**src/rtl/modrm_pkg.sv**
```systemverilog
package modrm_pkg;

  localparam int DISP_W = 3;

  typedef enum logic [1:0] {
    OPK_REG        = 2'd0,
    OPK_IND        = 2'd1,
    OPK_IND_NOBASE = 2'd2,
    OPK_DIRECT     = 2'd3
  } opnd_kind_e;

  localparam logic [2:0] RC_AX = 3'd0;
  localparam logic [2:0] RC_BX = 3'd3;
  localparam logic [2:0] RC_SP = 3'd4;
  localparam logic [2:0] RC_BP = 3'd5;
  localparam logic [2:0] RC_SI = 3'd6;
  localparam logic [2:0] RC_DI = 3'd7;

  typedef struct packed {
    opnd_kind_e          kind;
    logic [2:0]          base;
    logic [2:0]          index;
    logic                index_en;
    logic [1:0]          scale_log2;
    logic [DISP_W-1:0]   disp_bytes;
    logic                need_sib;
  } addr_form_t;

  // Multiplier for the index register, from the 2-bit scale field.
  function automatic logic [3:0] scale_to_factor(input logic [1:0] s);
    return 4'b0001 << s;
  endfunction

  // Displacement length chosen by the mode field (modes 0..2).
  function automatic logic [DISP_W-1:0] disp_for_mode(input logic [1:0] mode,
                                                      input logic [DISP_W-1:0] wide);
    case (mode)
      2'd0:    return '0;
      2'd1:    return DISP_W'(1);
      default: return wide;
    endcase
  endfunction

endpackage

```
**src/rtl/modrm_form16.sv**
```systemverilog
module modrm_form16
  import modrm_pkg::*;
#(
  parameter int DISP16_BYTES = 2
) (
  input  logic [1:0]  mode,
  input  logic [2:0]  rm,
  output addr_form_t  form
);
  localparam logic [DISP_W-1:0] WIDE = DISP_W'(DISP16_BYTES);

  logic direct_hit;
  assign direct_hit = (mode == 2'd0) && (rm == 3'd6);

  always_comb begin
    form            = '0;
    form.kind       = OPK_IND;
    form.disp_bytes = disp_for_mode(mode, WIDE);
    form.index_en   = 1'b1;
    case (rm)
      3'd0: begin form.base = RC_BX; form.index = RC_SI; end
      3'd1: begin form.base = RC_BX; form.index = RC_DI; end
      3'd2: begin form.base = RC_BP; form.index = RC_SI; end
      3'd3: begin form.base = RC_BP; form.index = RC_DI; end
      3'd4: begin form.kind = OPK_IND_NOBASE; form.index = RC_SI; end
      3'd5: begin form.kind = OPK_IND_NOBASE; form.index = RC_DI; end
      3'd6: begin form.base = RC_BP; form.index_en = 1'b0; end
      default: begin form.kind = OPK_IND_NOBASE; form.index = RC_BX; end
    endcase
    if (direct_hit) begin
      form            = '0;
      form.kind       = OPK_DIRECT;
      form.disp_bytes = WIDE;
    end
  end
endmodule

```
**src/rtl/modrm_form32.sv**
```systemverilog
module modrm_form32
  import modrm_pkg::*;
#(
  parameter int DISP32_BYTES = 4
) (
  input  logic [1:0]  mode,
  input  logic [2:0]  rm,
  input  logic        sib_valid,
  input  logic [7:0]  sib_byte,
  output addr_form_t  form
);
  localparam logic [DISP_W-1:0] WIDE = DISP32_BYTES[DISP_W-1:0];

  logic       direct_hit, sib_escape, sib_nobase;
  logic [1:0] sib_scale;
  logic [2:0] sib_index, sib_base;

  assign sib_scale  = sib_byte[7:6];
  assign sib_index  = sib_byte[5:3];
  assign sib_base   = sib_byte[2:0];
  assign direct_hit = (mode == 2'd0) && (rm == 3'd5);
  assign sib_escape = (rm == RC_SP);
  assign sib_nobase = sib_escape && sib_valid && (mode == 2'd0) && (sib_base == RC_BP);

  always_comb begin
    form            = '0;
    form.kind       = OPK_IND;
    form.base       = rm;
    form.disp_bytes = disp_for_mode(mode, WIDE);
    if (direct_hit) begin
      form.kind       = OPK_DIRECT;
      form.base       = RC_AX;
      form.disp_bytes = WIDE;
    end else if (sib_escape) begin
      form.need_sib = 1'b1;
      if (sib_valid) begin
        form.scale_log2 = sib_scale;
        form.index      = sib_index;
        form.index_en   = (sib_index != RC_SP);
        form.base       = sib_base;
      end
      if (sib_nobase) begin
        form.kind       = OPK_IND_NOBASE;
        form.base       = RC_AX;
        form.disp_bytes = WIDE;
      end
    end
  end
endmodule

```
**src/rtl/modrm_decode.sv**
```systemverilog
module modrm_decode
  import modrm_pkg::*;
#(
  parameter int ENABLE_32    = 1,
  parameter int DISP16_BYTES = 2,
  parameter int DISP32_BYTES = 4
) (
  input  logic        clk,
  input  logic        rst_n,
  input  logic        in_valid,
  input  logic [7:0]  modrm_byte,
  input  logic [7:0]  sib_byte,
  input  logic        sib_valid,
  input  logic        addr32,
  input  logic        mem_only,
  output logic        out_valid,
  output logic [2:0]  reg_sel,
  output logic [1:0]  opnd_kind,
  output logic [2:0]  base_reg,
  output logic [2:0]  index_reg,
  output logic        index_en,
  output logic [3:0]  scale_factor,
  output logic [2:0]  disp_bytes,
  output logic        need_sib,
  output logic        illegal
);
  logic [1:0] mode;
  logic [2:0] regf, rm;
  assign mode = modrm_byte[7:6];
  assign regf = modrm_byte[5:3];
  assign rm   = modrm_byte[2:0];

  addr_form_t f16, f32, sel, q;
  logic       reg_form_hit, illegal_c, use32;
  logic [2:0] reg_q;
  logic       illegal_q;

  assign reg_form_hit = (mode == 2'd3);
  assign illegal_c    = reg_form_hit && mem_only;

  modrm_form16 #(.DISP16_BYTES(DISP16_BYTES)) u_form16 (
    .mode (mode),
    .rm   (rm),
    .form (f16)
  );

  generate
    if (ENABLE_32 != 0) begin : g_a32
      modrm_form32 #(.DISP32_BYTES(DISP32_BYTES)) u_form32 (
        .mode      (mode),
        .rm        (rm),
        .sib_valid (sib_valid),
        .sib_byte  (sib_byte),
        .form      (f32)
      );
      assign use32 = addr32;
    end else begin : g_no32
      assign f32   = f16;
      assign use32 = 1'b0;
    end
  endgenerate

  always_comb begin
    sel = use32 ? f32 : f16;
    if (reg_form_hit) begin
      sel      = '0;
      sel.kind = OPK_REG;
      sel.base = rm;
    end
  end

  always_ff @(posedge clk or negedge rst_n) begin
    if (!rst_n) begin
      out_valid <= 1'b0;
      q         <= '0;
      reg_q     <= '0;
      illegal_q <= 1'b0;
    end else begin
      out_valid <= in_valid;
      if (in_valid) begin
        q         <= sel;
        reg_q     <= regf;
        illegal_q <= illegal_c;
      end
    end
  end

  assign reg_sel      = reg_q;
  assign opnd_kind    = q.kind;
  assign base_reg     = q.base;
  assign index_reg    = q.index;
  assign index_en     = q.index_en;
  assign scale_factor = scale_to_factor(q.scale_log2);
  assign disp_bytes   = q.disp_bytes;
  assign need_sib     = q.need_sib;
  assign illegal      = illegal_q;
endmodule

```
**config.mk**
```make
export PLATFORM = sky130hd
export DESIGN_NAME = modrm_decode
export DESIGN_NICKNAME = d
export VERILOG_FILES = /design/src/rtl/modrm_pkg.sv /design/src/rtl/modrm_form16.sv /design/src/rtl/modrm_form32.sv /design/src/rtl/modrm_decode.sv
export SDC_FILE = /design/constraint.sdc
export NUM_CORES = 1
export LEC_CHECK = 0
export ABC_AREA = 1
export CORE_MARGIN = 2
export CORE_UTILIZATION = 47
export CTS_CLUSTER_DIAMETER = 40
export DETAILED_ROUTE_END_ITERATION = 8
export PLACE_DENSITY_LB_ADDON = 0.08
export SETUP_SLACK_MARGIN = 0.3
export SYNTH_ARGS = -nofsm -noshare
export SYNTH_HDL_FRONTEND = slang
export SYNTH_SLANG_ARGS = --single-unit
```
**constraint.sdc**
```tcl
create_clock -name clk -period 1 [get_ports clk]
set_input_delay 0.15 -clock clk [delete_from_list [all_inputs] [get_ports clk]]
set_output_delay 0.15 -clock clk [all_outputs]
set_load 0.005 [all_outputs]
```
[Word level (Yosys, flattened, before mapping)]
Cells that the tools add are included.
Widths: inputs -> output; s select.
Word-level totals
  register bits: 20
  bits of input ports: 22
  output and inout bits: 22
  word-level logic and storage cells: 51
Cells by class
  equality and inequality tests: 10
  shift operators: 1
  multiplexer cells: 17
  reductions and logical operators: 13
Operators with widths (number)
  $mux 15: 4
  $eq 3x3->1 const B: 4
  $pmux 3 s2: 2
  $mux 5: 2
  $mux 9: 1
  $pmux 3 s3: 1
  $reduce_or 3->1: 3
  $eq 3x2->1 const B: 2
  $logic_and 1x1->1: 6
  $mux 3: 2
  $mux 6: 1
  $reduce_or 5->1: 1
  $pmux 2 s2: 1
  $shl 1x2->4 const A: 1
  $eq 3x1->1 const B: 1
  $logic_not 3->1: 1
  $ne 3x3->1 const B: 1
  $eq 2x1->1 const B: 1
  $eq 2x2->1 const B: 1
  $logic_not 2->1: 1
  $mux 1: 2
  $mux 2: 1
  $reduce_or 2->1: 1

[Longest topological paths before layout]
  depth in word-level cells: 9
  depth in mapped cells: 10
  gate-level depth less buffers: 9

[Hierarchy]
From an unflattened synthesis, not the netlist that was laid out.
Unflattened totals
  cell total of the unflattened synthesis: 230
  area, all modules: 1476.4 um^2
By module, submodules not included
  modrm_decode: times used 1, cells an instance 162, area each 1107.3 um^2
  modrm_form32: times used 1, cells an instance 43, area each 240.2 um^2
  modrm_form16: times used 1, cells an instance 25, area each 128.9 um^2

[Worst setup path after synthesis]
No wires, ideal clock.
  path type: input -> register
  from: input modrm_byte[2]
  to: register q (netlist bit base_reg[2])
  library setup time: 0.119 ns
  arrival time: 0.775 ns
  data required time: 0.881 ns
  slack: 0.106 ns
  cell stages on the path: 8
  buffers on the path: 1
  cells stage by stage: buf_4 nand2_2 nor2_4 nand2_2 nand2_1 o21ai_1 nand2_1 nand2_1
Between the ends
  cells in the longest elaborated chain, start to end: 9
  elaborated cells on any way between the ends: 22
Ends and longest elaborated chain
  from (decl): RTL line modrm_decode.sv:11  | input logic [7:0] modrm_byte,
  $eq 3x3->1: RTL line modrm_form32.sv:22  | assign sib_escape = (rm == RC_SP);
  $logic_and 1x1->1 (3 in a row): RTL line modrm_form32.sv:23  | assign sib_nobase = sib_escape && sib_valid && (mode == 2'd0) && (sib_base == RC_BP);
  $mux 5: RTL line modrm_form32.sv:42  | if (sib_nobase) begin
  $mux 15: RTL line modrm_form32.sv:34  | end else if (sib_escape) begin
  $mux 5: RTL line modrm_form32.sv:30  | if (direct_hit) begin
  $mux 15: RTL line modrm_decode.sv:64  | sel = use32 ? f32 : f16;
  $mux 15 (*): RTL line modrm_decode.sv:65  | if (reg_form_hit) begin
  to (signal assigned): RTL line modrm_decode.sv:81  | q <= sel;
  to (decl): RTL line modrm_decode.sv:33  | addr_form_t f16, f32, sel, q;
Mark *: on every way between the ends. The rest lies on a longest branch, timed or not.
A chain may end at the register's enable or synchronous reset.

[Worst setup path after layout]
  from: register q[5] (netlist name)
  to: output scale_factor[1]
Between the ends
  cells in the longest elaborated chain, start to end: 1
Ends and longest elaborated chain
  $shl 1x2->4: RTL line modrm_pkg.sv:31  | return 4'b0001 << s;
  to (decl): RTL line modrm_decode.sv:22  | output logic [3:0] scale_factor,
Every way passes these cells.

==> flow_summary.json <==
{
  "synthFlopType": "dfrtp_1",
  "path_clk_slew_ps": 110,
  "ys_ff_latch": 20,
  "vias": 1344,
  "grt_pass1_vias": 1219,
  "muxShareOfSynthArea": 0,
  "synth_warnings": 0,
  "fill_cells": 141,
  "synth_area_mm2": 0.001194,
  "ios": 44,
  "cap_violations": 0,
  "vias_per_cell": 5.034,
  "clock-sinks": 20,
  "htreeDepth": 1,
  "hpwl_mm": 2.424,
  "post-place-ws_ps": -572.9,
  "drc": 0,
  "finalCriticalPeriod_ps": 1241,
  "cts-buffers-inserted": 3,
  "synth_fp_nets": 182,
  "gp_congestion": 0.9222,
  "firstDrtPassIters": 4,
  "cts_tree": "yes",
  "grt_overflow_total": 0,
  "ys_seq_area_frac": 0.4193,
  "layout_common_cells": "nand2_1 (42), buf_4 (28), buf_2 (24)",
  "antenna_found_initial": 0,
  "crit_required_ps": 850,
  "fin_crit_sh": 1.241,
  "tightest_slew_ps": 307.6,
  "cp_slowest_stage_delay_ps": 450,
  "syn_area_per_cell_um2": 7.460,
  "critPathCaptureType": "primary output",
  "grt_start_max_net_pins": 21,
  "synth_top_cell_area_share": 0.4193,
  "rows": 18,
  "insertion_delay_ps": 310,
  "synth-adder-area-share": 0,
  "final_common_cell": "nand2_1",
  "dieArea_mm2": 0.002959,
  "synth_compound_area_frac": 0.1027,
  "critPathSlowestCell": "dfrtp_2",
  "relSlewSlack": 0.7934,
  "area_delta_synth_final_pct": 72.54,
  "synth.area.top_cells": "dfrtp_1 (42%), nand2_1 (17%), buf_4 (8.8%)",
  "antenna_cells": 0,
  "drv_slew": 0,
  "cp.buffers_inverters": 2,
  "coreArea_mm2": 0.002432,
  "placed_cell_area_mm2": 0.001804,
  "cp_max_fo": 4,
  "drtAntennaViolNets": 0,
  "synth_async_sr_flop_share": 1.000,
  "fin_ws_ps": -240.7,
  "grtUsageTotal": 0.2457,
  "hold_buffers": 0,
  "start_util": 0.4907,
  "grt_pass1_wl_mm": 5.188,
  "hold_viol": 0,
  "start_kind": "flop",
  "postSynthCellCount": 160,
  "design_area_mm2": 0.002059,
  "final_layout_size_suffix_gt1_frac": 0.5696,
  "die_w_um": 54.40,
  "hold_class": "in -> reg",
  "wirelength_mm": 3.788,
  "violations": "setup timing",
  "cts_buffer_depth": 2,
  "finalClockSkew_ps": 0,
  "finalSetupViolCount": 8,
  "rsz0062_at_grt": "true",
  "synth_edf_count": 0,
  "path_class": "reg -> out",
  "cp_top_family": "flip-flops",
  "worstPathArrival_ps": 1090,
  "wire_per_inst_um": 14.19,
  "cts-root-buf": "clkbuf_4",
  "status": "finished, violations left",
  "synth_top_family_by_area": "simple AND/OR/NAND/NOR gates",
  "ir_drop_mv": 0.7895,
  "fmax_ghz": 0.8060,
  "fin_util": 0.8467,
  "die_h_um": 54.40,
  "dr.first_iter.drc_count": 24,
  "p_leak_nw": 1.091,
  "synthSimpleGateAreaFrac": 0.3291,
  "p_total_mw": 1.958,
  "synth_xor_area_frac": 0,
  "crit_chain": "buf_6, nor2_4, buf_2",
  "synth_cell_types": 20,
  "io_buffers": 43,
  "nets": 261,
  "powerDensity_mw_per_mm2": 950.9,
  "yosysTopAreaCell": "dfrtp_1"
}
[what timing repair did]
| item | CTS | global route |
|---|---|---|
| gates resized for setup | 156 | 40 |
| pin swaps | 27 | 32 |
| endpoints found under the setup margin | 41 | 37 |
| setup buffers | 11 | 8 |
[power by group]
| group | total, mW | leakage (nW) | switching [mW] | internal, mW |
|---|---|---|---|---|
| combinational | 0.652 | 0.822 | 0.305 | 0.347 |
| clock | 0.396 | 0.0138 | 0.255 | 0.141 |
| sequential | 0.910 | 0.255 | 0.0368 | 0.873 |
[through the flow]
step | instances | hold slack (ps) | setup TNS, ps
detailed placement | 245 | 460.6 | -8638
floorplan | 160 | -145.6 | 0
finish | 267 | 127.0 | -899.1
global placement | 245 | 456.7 | -7959
global route | 267 | 143.0 | -1366
CTS | 259 | 148.4 | -810.3
[tightest hold or removal path: stages]
cell and delay [ps]:
buf_6 110, inv_1 70, o31ai_1 70
[kinds of logic after synthesis]
| family | after synthesis |
|---|---|
| buf+inv | 33 |
| compound gates | 19 |
| simple gates | 88 |
| flops | 20 |
[synth_stat cells, types with 2 or more instances]
library cell	instances
o21ai_1	5
nor2_4	3
nor2_2	3
dfrtp_1	20
a21oi_1	4
inv_1	11
inv_2	7
o211ai_1	2
o22ai_2	2
nand2_2	6
nor2_1	10
nand3_1	11
a31oi_1	2
o21ai_0	2
nand2_1	53
o31ai_1	2
buf_4	14
[worst paths after layout]
check,startpoint,to,slack [ps],depth (start not counted)
setup / recovery,q[5],scale_factor[1],-240,3
hold / removal,modrm_byte[6],disp_bytes[0],130,3
max in group asynchronous,rst_n,q[5],690,2
min in group asynchronous,rst_n,reg_sel[0],170,2
setup reg to reg,q[4],q[4],-10,5
hold reg to reg,reg_sel[0],reg_sel[0],480,2
[area by class of cell]
class,count,area [µm²],share of cell area
Tap cell,30,37.54,0.01823
Clock buffer,3,22.52,0.01094
Sequential cell,20,501.7,0.2436
Inverter,18,80.08,0.03888
Timing Repair Buffer,89,749.5,0.3639
Multi-Input combinational cell,107,668.1,0.3244
[layer usage]
metal	wire length, µm	GRT usage	vias to the layer above
li1	-	-	649
met1	1576	0.2912	653
met2	2018	0.4398	37
met3	134	0.02732	5
met4	58	0.1125	0
met5	0	0	-
No activity file was read; power rests on OpenSTA's default activity.
